## config.mk

```make
export PLATFORM = sky130hd
export DESIGN_NAME = cfgp_port
export DESIGN_NICKNAME = d
export VERILOG_FILES = /design/src/rtl/cfgp_pkg.sv /design/src/rtl/cfgp_unlock.sv /design/src/rtl/cfgp_ldev_bank.sv /design/src/rtl/cfgp_port.sv
export SDC_FILE = /design/constraint.sdc
export NUM_CORES = 1
export LEC_CHECK = 0
export CORE_UTILIZATION = 30
export DETAILED_ROUTE_END_ITERATION = 10
export PLACE_DENSITY_LB_ADDON = 0.05
export SLEW_MARGIN = 0
export SYNTH_ARGS = -nofsm -noshare
export SYNTH_HDL_FRONTEND = slang
export SYNTH_SLANG_ARGS = --single-unit
export TNS_END_PERCENT = 1
```

## constraint.sdc

```tcl
create_clock -name clk -period 3.5 [get_ports clk]
set_clock_uncertainty 0.05 [all_clocks]
set_input_delay 0.35 -clock clk [delete_from_list [all_inputs] [get_ports clk]]
set_output_delay 0.35 -clock clk [all_outputs]
set_load 0.1 [all_outputs]
```

## src/rtl/cfgp_pkg.sv

```systemverilog
package cfgp_pkg;

    localparam logic [7:0] KEY_B0      = 8'h87;
    localparam logic [7:0] KEY_B1      = 8'h01;
    localparam logic [7:0] KEY_B2      = 8'h55;
    localparam logic [7:0] KEY_B3      = 8'h55;

    localparam logic [7:0] IDX_EXIT    = 8'h02;
    localparam logic [7:0] EXIT_CODE   = 8'h02;
    localparam logic [7:0] IDX_LDN     = 8'h07;
    localparam logic [7:0] IDX_ID_HI   = 8'h20;
    localparam logic [7:0] IDX_ID_LO   = 8'h21;
    localparam logic [7:0] IDX_REV     = 8'h22;
    localparam logic [7:0] IDX_ACT     = 8'h30;
    localparam logic [7:0] IDX_BASE_HI = 8'h60;
    localparam logic [7:0] IDX_BASE_LO = 8'h61;

    localparam logic [7:0] LOCKED_READ = 8'hFF;

    typedef enum logic [2:0] {
        KS_IDLE,
        KS_GOT1,
        KS_GOT2,
        KS_GOT3,
        KS_OPEN
    } key_state_e;

endpackage

```

## src/rtl/cfgp_unlock.sv

```systemverilog
module cfgp_unlock
    import cfgp_pkg::*;
(
    input  logic       clk,
    input  logic       rst_n,
    input  logic       idx_wr,
    input  logic       dat_wr,
    input  logic [7:0] wdata,
    input  logic [7:0] cur_index,
    output logic       unlocked
);

    typedef struct packed {
        key_state_e st;
    } lock_s;

    lock_s st_d, st_q;
    logic [7:0] want_byte;
    key_state_e next_on_match;

    always_comb begin
        want_byte     = KEY_B0;
        next_on_match = KS_GOT1;
        case (st_q.st)
            KS_IDLE: begin want_byte = KEY_B0; next_on_match = KS_GOT1; end
            KS_GOT1: begin want_byte = KEY_B1; next_on_match = KS_GOT2; end
            KS_GOT2: begin want_byte = KEY_B2; next_on_match = KS_GOT3; end
            KS_GOT3: begin want_byte = KEY_B3; next_on_match = KS_OPEN; end
            default: begin want_byte = KEY_B0; next_on_match = KS_OPEN; end
        endcase
    end

    always_comb begin
        st_d = st_q;
        if (st_q.st == KS_OPEN) begin
            if (dat_wr && cur_index == IDX_EXIT && wdata == EXIT_CODE)
                st_d.st = KS_IDLE;
        end else if (idx_wr) begin
            if (wdata == want_byte)
                st_d.st = next_on_match;
            else if (wdata == KEY_B0)
                st_d.st = KS_GOT1;
            else
                st_d.st = KS_IDLE;
        end
    end

    always_ff @(posedge clk) begin
        if (!rst_n) st_q <= '{st: KS_IDLE};
        else        st_q <= st_d;
    end

    assign unlocked = (st_q.st == KS_OPEN);

endmodule

```

## src/rtl/cfgp_ldev_bank.sv

```systemverilog
module cfgp_ldev_bank
    import cfgp_pkg::*;
(
    input  logic        clk,
    input  logic        rst_n,
    input  logic        sel,
    input  logic        wr,
    input  logic [7:0]  index,
    input  logic [7:0]  wdata,
    output logic        active,
    output logic [15:0] base,
    output logic [7:0]  rd_byte
);

    typedef struct packed {
        logic        act;
        logic [15:0] base;
    } bank_s;

    bank_s st_d, st_q;

    always_comb begin
        st_d = st_q;
        if (sel && wr) begin
            case (index)
                IDX_ACT:     st_d.act        = wdata[0];
                IDX_BASE_HI: st_d.base[15:8] = wdata;
                IDX_BASE_LO: st_d.base[7:0]  = wdata;
                default: ;
            endcase
        end
    end

    always_comb begin
        rd_byte = 8'h00;
        if (sel) begin
            case (index)
                IDX_ACT:     rd_byte = {7'b0, st_q.act};
                IDX_BASE_HI: rd_byte = st_q.base[15:8];
                IDX_BASE_LO: rd_byte = st_q.base[7:0];
                default:     rd_byte = 8'h00;
            endcase
        end
    end

    always_ff @(posedge clk) begin
        if (!rst_n) st_q <= '0;
        else        st_q <= st_d;
    end

    assign active = st_q.act;
    assign base   = st_q.base;

endmodule

```

## src/rtl/cfgp_port.sv

```systemverilog
module cfgp_port
    import cfgp_pkg::*;
#(
    parameter int          ADDR_W     = 16,
    parameter logic [15:0] INDEX_ADDR = 16'h002E,
    parameter logic [15:0] DATA_ADDR  = 16'h002F,
    parameter int          NUM_LDEV   = 4,
    parameter logic [15:0] CHIP_ID    = 16'h8728,
    parameter logic [3:0]  CHIP_REV   = 4'h6
)(
    input  logic                   clk,
    input  logic                   rst_n,
    input  logic [ADDR_W-1:0]      host_addr,
    input  logic [7:0]             host_wdata,
    input  logic                   host_rd,
    input  logic                   host_wr,
    output logic [7:0]             host_rdata,
    output logic [NUM_LDEV-1:0]    dev_active,
    output logic [16*NUM_LDEV-1:0] dev_base
);

    localparam int BASE_W = 16;

    typedef struct packed {
        logic [7:0] index;
        logic [7:0] ldn;
        logic [7:0] rdata;
    } port_s;

    port_s st_d, st_q;

    logic       unlocked;
    logic       hit_idx, hit_dat;
    logic       idx_wr, dat_wr, idx_rd, dat_rd;
    logic [7:0] cur_index;
    logic [7:0] reg_rd;
    logic [7:0] bank_or;
    logic [7:0] bank_rd [NUM_LDEV];

    assign hit_idx   = (host_addr == INDEX_ADDR[ADDR_W-1:0]);
    assign hit_dat   = (host_addr == DATA_ADDR[ADDR_W-1:0]);
    assign idx_wr    = host_wr && hit_idx;
    assign dat_wr    = host_wr && hit_dat;
    assign idx_rd    = host_rd && hit_idx;
    assign dat_rd    = host_rd && hit_dat;
    assign cur_index = st_q.index;

    cfgp_unlock unlock_i (
        .clk       (clk),
        .rst_n     (rst_n),
        .idx_wr    (idx_wr),
        .dat_wr    (dat_wr),
        .wdata     (host_wdata),
        .cur_index (st_q.index),
        .unlocked  (unlocked)
    );

    for (genvar i = 0; i < NUM_LDEV; i++) begin : g_bank
        logic sel;
        assign sel = (st_q.ldn == 8'(i));
        cfgp_ldev_bank bank_i (
            .clk     (clk),
            .rst_n   (rst_n),
            .sel     (sel),
            .wr      (unlocked && dat_wr),
            .index   (st_q.index),
            .wdata   (host_wdata),
            .active  (dev_active[i]),
            .base    (dev_base[BASE_W*i +: BASE_W]),
            .rd_byte (bank_rd[i])
        );
    end

    always_comb begin
        bank_or = 8'h00;
        for (int i = 0; i < NUM_LDEV; i++) bank_or = bank_or | bank_rd[i];
    end

    always_comb begin
        case (st_q.index)
            IDX_LDN:   reg_rd = st_q.ldn;
            IDX_ID_HI: reg_rd = CHIP_ID[15:8];
            IDX_ID_LO: reg_rd = CHIP_ID[7:0];
            IDX_REV:   reg_rd = {4'h0, CHIP_REV};
            default:   reg_rd = bank_or;
        endcase
    end

    always_comb begin
        st_d = st_q;
        if (unlocked) begin
            if (idx_wr) st_d.index = host_wdata;
            if (dat_wr && st_q.index == IDX_LDN) st_d.ldn = host_wdata;
            if (dat_wr && st_q.index == IDX_EXIT && host_wdata == EXIT_CODE)
                st_d.index = 8'h00;
            if (idx_rd) st_d.rdata = st_q.index;
            if (dat_rd) st_d.rdata = reg_rd;
        end else if (idx_rd || dat_rd) begin
            st_d.rdata = LOCKED_READ;
        end
    end

    always_ff @(posedge clk) begin
        if (!rst_n) st_q <= '{index: 8'h00, ldn: 8'h00, rdata: LOCKED_READ};
        else        st_q <= st_d;
    end

    assign host_rdata = st_q.rdata;

endmodule

```

==> impl_results.md, run 1 <==
* Combinational share of power at 4.8%
* Final Hold Fails at 0
* DP Cell Count at 817
* Commonest register cell after synthesis: dfxtp_1
* IO Port Bufs at 103
* Antenna-violating nets left at 0
* Commonest non-fill, non-tap cells in the layout: clkdlybuf4s50_1 (103), dfxtp_1 (95), mux2i_1 (88), nor2_1 (86), nand2_1 (23)
* VDD IR max at 267 µV
* Clk pin slew, worst setup/hold paths at 60 ps
* Synth Instances at 525
* Initial Utilization at 31.2%
* Post-synth EDFFs at 0
* Core Rows at 46
* 1st-iter DRT viols at 302
* Slew @ Worst Pin at 990 ps
* Clock Latency Late Sink at 350 ps
* Pint at 0.00163 W
* RSZ-0062 raised after global routing: no
* # hold bufs at CTS at 0
* Fin crit period at 2590 ps
* All-Layer GR Usage at 20.1%
* Power density cells at 327 nW/µm²
* Die width at 131 µm
* Yosys cell types at 63
* Cell area after synthesis at 5000 µm²
* Final number of setup-violating endpoints at 0
* Place WS at 683 ps
* Post-synthesis sequential area ratio at 38.0%
* Fin. max-slew vios at 0
* Core Util, Final at 40.4%
* Post-Layout Cell Count at 833
* #FFs+latches synth at 95
* Simple-gate share of the synthesized area at 25.6%
* Crit end category: flip-flop
* Wire per inst at 20.7 µm
* Total wire length at 17200 µm
* Status: finished, final reports clean
* First-pass GRT wire length at 26300 µm
* Final WS setup at 914 ps
* Clk pwr share at 44.3%
* Number of synthesis warnings at 0
* Reg area at 1900 µm²
* Worst hold-check path type: flip-flop to flip-flop
* Commonest non-fill, non-tap cell in the layout: clkdlybuf4s50_1
* NetSw at 0.000492 W
* Setup CP Type: flip-flop to flip-flop
* Die height at 131 µm
* Pin count of the biggest net entering global routing at 49
* Leakage at 2.19 nW
* Num CTS Buffers at 9
* Number of global-route vias before repair at 4237
* Sequential fraction of design power at 50.9%
* Placer's final routability congestion estimate at 0.874
* Post-synthesis mux area share at 21.9%
* Compound-Gate Fraction of Synth Area at 8.58%
* GRT overflow at 0
* Post-Synth Adder-Cell Area at 0%
* Hold Slack at 421 ps
* Synthesis-to-finish area growth at 29.7%
* Core footprint at 16100 µm²
* Required time worst endpoint at 3690 ps
* Fraction of layout cells with a size suffix above 1 at 12.2%
* Worst r2r src: cur_index[0]
* CTS Buffer Depth at 2
* HPWL Detailed at 12300 µm
* TritonCTS sink count at 95
* Hold depth at 2
* Syn avg cell area at 9.53 µm²
* DRC at 0
* Footprint of the multi-input gates at 2810 µm²
* Largest family of logic cells by synthesized area: simple AND/OR/NAND/NOR gates
* Setup repair bufs after CTS at 0
* Initial antenna violation count at 0
* Endpoint, Worst Hold: host_rdata[1]
* Total Nets Final at 640
* FF-to-FF path depth at 7
* Normalized max-slew margin at 33.8%
* Fin crit share at 73.9%
* Startpoint types: flip-flop
* H-tree depth at 3
* Syn Nets at 553
* Worst reg2reg path endpoint: g_bank[1].bank_i.base[13]
* Ys async rst share at 0%
* Data arrival time of the critical path at 2770 ps
* R2r setup slk at 910 ps
* DR vias at 4344
* DRT Pass-1 Iters at 5
* Max Clock Freq at 0.387 GHz
* Post-Route Setup TNS at 0 ps
* Synth Area in XOR/XNOR at 0.175%
* Ant diodes at 0
* Hold wc startpoint: host_rdata[1]
* Post-cts sizing count at 0
* Die footprint at 17200 µm²
* Root Driver: clkbuf_16
* Drt via density at 5.21
* CP max FO at 13
* TritonCTS clock tree: yes
* Max Cap Viol at 0
* Switching part of the total at 23.2%
* Fillers at 1591
* IO Pins at 104
==> worst max-delay path by stage <==
| stage | startpoint | to | slack, ps | depth (start not counted) |
|---|---|---|---|---|
| global placement | host_addr[5] | host_rdata[6] | 730 | 7 |
| floorplan | host_addr[4] | host_rdata[6] | 1300 | 7 |
| CTS | cur_index[0] | g_bank[1].bank_i.base[9] | 930 | 7 |
| finish | cur_index[0] | g_bank[1].bank_i.base[13] | 910 | 7 |
| detailed placement | host_addr[5] | host_rdata[6] | 680 | 7 |
| global route | cur_index[0] | g_bank[1].bank_i.base[15] | 730 | 7 |
==> routing by layer <==
metal  wire, µm  GRT usage (%)  up-vias
li1           -              -     2081
met1       8100           26.9     2103
met2       7880           31.9      146
met3        950           4.86       14
met4        289           6.08        0
met5          0              0        -
==> state kept, by name, indices dropped and copies added, names as in the netlist <==
| register | cells |
|---|---|
| cur_index | 8 |
| g_bank.bank_i.active | 4 |
| g_bank.bank_i.base | 64 |
| host_rdata | 8 |
| st_q | 8 |
| unlock_i.st_q | 3 |
==> cell usage after synthesis (all sizes together) (7+ instances only) <==
cell type | number | area share, %
nor4 | 15 | 4.9
mux2i | 88 | 18
a21oi | 20 | 2.0
mux4 | 7 | 3.2
nor2 | 87 | 6.6
nand3 | 21 | 2.1
o21ai | 12 | 1.2
buf | 23 | 2.9
nor3 | 10 | 1.1
inv | 8 | 0.60
clkbuf | 23 | 2.0
dfxtp | 95 | 38
nand4 | 13 | 2.5
nand2 | 24 | 1.9
==> critical path: stages, from the launching register on <==
cell and delay [ps]:
dfxtp_1 420, buf_4 270, nor4_4 490, nand4_4 290, nor4_4 450, buf_4 240, mux2i_1 190, nor2_1 60
==> cell families after synthesis <==
group / Yosys count
XOR/XNOR: 1
buffers and inverters: 56
AND/OR/NAND/NOR: 207
AO/OA/AOI/OAI: 66
flip-flops: 95
multiplexers: 100
==> power by group through the flow <==
stage | Clock, W | Sequential, W | Combinational [W]
2_1_floorplan | 0 | 0.00111 | 0.0000410
3_3_place_gp | 0 | 0.00111 | 0.000103
3_5_place_dp | 0 | 0.00111 | 0.000103
4_1_cts | 0.000966 | 0.00108 | 0.000104
5_1_grt | 0.00100 | 0.00108 | 0.000110
6_report | 0.000939 | 0.00108 | 0.000103
==> layout make-up <==
class	instances	share of cell area [%]
flip-flops and latches	95	29.3
repair buffers	124	18.5
clock inverters	3	0.405
multi-input cells	374	43.3
inverters	8	0.463
clock buffers	13	3.86
well taps	216	4.16
==> per-stage QoR <==
stage	area (µm²)	total power [W]
after floorplan	5000	0.00115
final	6490	0.00212
after detailed placement	6210	0.00121
after global routing	6490	0.00219
after CTS	6490	0.00215
after global placement	6210	0.00121
(Power assumes the default switching activity.)
==> run 2, diff against run 1 <==
- clock period: 3.5 -> 2.62 ns (I/O delays scaled with it)
==> run 2 against run 1 <==
Utilization grew 0.51 points; sequential power up 33%; largest power group unchanged; fmax increased by 12%; total power grew 39%.
==> impl_results.md, run 2 (same netlist as run 1, synthesis figures left out) <==
* Status: finished, final reports clean
* H-tree depth at 3
* DR vias at 4392
* Initial Utilization at 31.2%
* # hold bufs at CTS at 0
* Antenna-violating nets left at 0
* Required time worst endpoint at 2800 ps
* Total wire length at 17000 µm
* Post-Route Setup TNS at 0 ps
* Combinational share of power at 4.7%
* Drt via density at 5.12
* Data arrival time of the critical path at 2500 ps
* First-pass GRT wire length at 26700 µm
* Final number of setup-violating endpoints at 0
* Fin crit period at 2310 ps
* Initial antenna violation count at 0
* TritonCTS sink count at 95
* Core footprint at 16100 µm²
* Ant diodes at 0
* NetSw at 0.000682 W
* Fin. max-slew vios at 0
* Wire per inst at 19.8 µm
* Core Util, Final at 40.9%
* Fraction of layout cells with a size suffix above 1 at 27.8%
* Pint at 0.00227 W
* Max Cap Viol at 0
* Pin count of the biggest net entering global routing at 51
* Largest register FFs at 64
* Worst hold-check path type: flip-flop to flip-flop
* Clk pin slew, worst setup/hold paths at 70 ps
* Placer's final routability congestion estimate at 0.828
* Normalized max-slew margin at 69.4%
* RSZ-0062 raised after global routing: no
* Commonest non-fill, non-tap cell in the layout: buf_4
* Die height at 131 µm
* Total Nets Final at 664
* IO Pins at 104
* DRC at 0
* Core Rows at 46
* Max Clock Freq at 0.432 GHz
* Clk pwr share at 46.4%
* Die footprint at 17200 µm²
* Leakage at 2.48 nW
* Commonest non-fill, non-tap cells in the layout: buf_4 (115), dfxtp_1 (95), mux2i_1 (88), nor2_1 (86), clkdlybuf4s50_1 (27)
* Post-cts sizing count at 0
* Die width at 131 µm
* Crit end category: flip-flop
* Power density cells at 449 nW/µm²
* Setup repair bufs after CTS at 0
* GRT overflow at 0
* DRT Pass-1 Iters at 5
* 1st-iter DRT viols at 219
* Placed instance area at 6270 µm²
* HPWL Detailed at 12400 µm
* CTS Buffer Depth at 2
* Root Driver: clkbuf_16
* VDD IR max at 288 µV
* Clock Latency Late Sink at 350 ps
* Num CTS Buffers at 9
* CP max FO at 12
* Sequential fraction of design power at 48.9%
* Number of global-route vias before repair at 4375
* Fin crit share at 88.3%
* Final instance area at 6570 µm²
* IO Port Bufs at 103
* TritonCTS clock tree: yes
* Startpoint types: flip-flop
* Slew @ Worst Pin at 459 ps
* Final Hold Fails at 0
* All-Layer GR Usage at 20.3%
* Fillers at 1619
* Synthesis-to-finish area growth at 31.4%
* Switching part of the total at 23.1%
* Setup CP Type: flip-flop to flip-flop
-- run 2: worst max-delay path: stages, from the launching register on --
cell and delay (ps):
dfxtp_1 460, buf_4 270, nor4b_2 320, nand4_4 240
nor4_4 380, buf_4 220, mux2i_1 190, nor2_1 60
-- run 2: power groups by stage --
stage / combinational, W / sequential (W) / clock (W)
2_1_floorplan: 0.0000548 / 0.00148 / 0
3_3_place_gp: 0.000141 / 0.00148 / 0
3_5_place_dp: 0.000141 / 0.00148 / 0
4_1_cts: 0.000142 / 0.00144 / 0.00141
5_1_grt: 0.000150 / 0.00144 / 0.00147
6_report: 0.000140 / 0.00144 / 0.00137
-- run 2: stage by stage --
step / setup slack, ps / power (W) / hold slack (ps) / instances
floorplan: 437 / 0.00153 / 390 / 525
CTS: 221 / 0.00299 / 445 / 857
global placement: 8.92 / 0.00162 / 409 / 841
global route: 63.5 / 0.00307 / 483 / 857
finish: 306 / 0.00295 / 439 / 857
detailed placement: 24.2 / 0.00162 / 429 / 841
-- run 2: routing by layer --
| layer | wire length (µm) | vias up | track usage [%] | part of all wire (%) |
|---|---|---|---|---|
| met5 | 0 | - | 0 | 0 |
| met3 | 774 | 15 | 3.97 | 4.6 |
| met2 | 7870 | 125 | 32.8 | 46 |
| met1 | 8060 | 2128 | 27.1 | 47 |
| met4 | 302 | 0 | 6.41 | 1.8 |
| li1 | - | 2124 | - | - |
-- run 2: area by class of cell --
cell class | instances | area, µm² | share of cell area, %
well taps | 216 | 270 | 4.11
repair buffers | 148 | 1250 | 19.1
clock buffers | 10 | 239 | 3.64
multi-input cells | 374 | 2810 | 42.8
inverters | 8 | 30.0 | 0.457
flip-flops and latches | 95 | 1900 | 28.9
clock inverters | 6 | 67.6 | 1.03
-- run 2: final timing paths --
kind,start,end,slack [ps],cells past startpoint
worst max-delay path,cur_index[0],g_bank[1].bank_i.base[4],310,7
worst min-delay path,host_rdata[0],host_rdata[0],440,2
worst max register to register,cur_index[0],g_bank[1].bank_i.base[4],310,7
worst min register to register,host_rdata[0],host_rdata[0],440,2
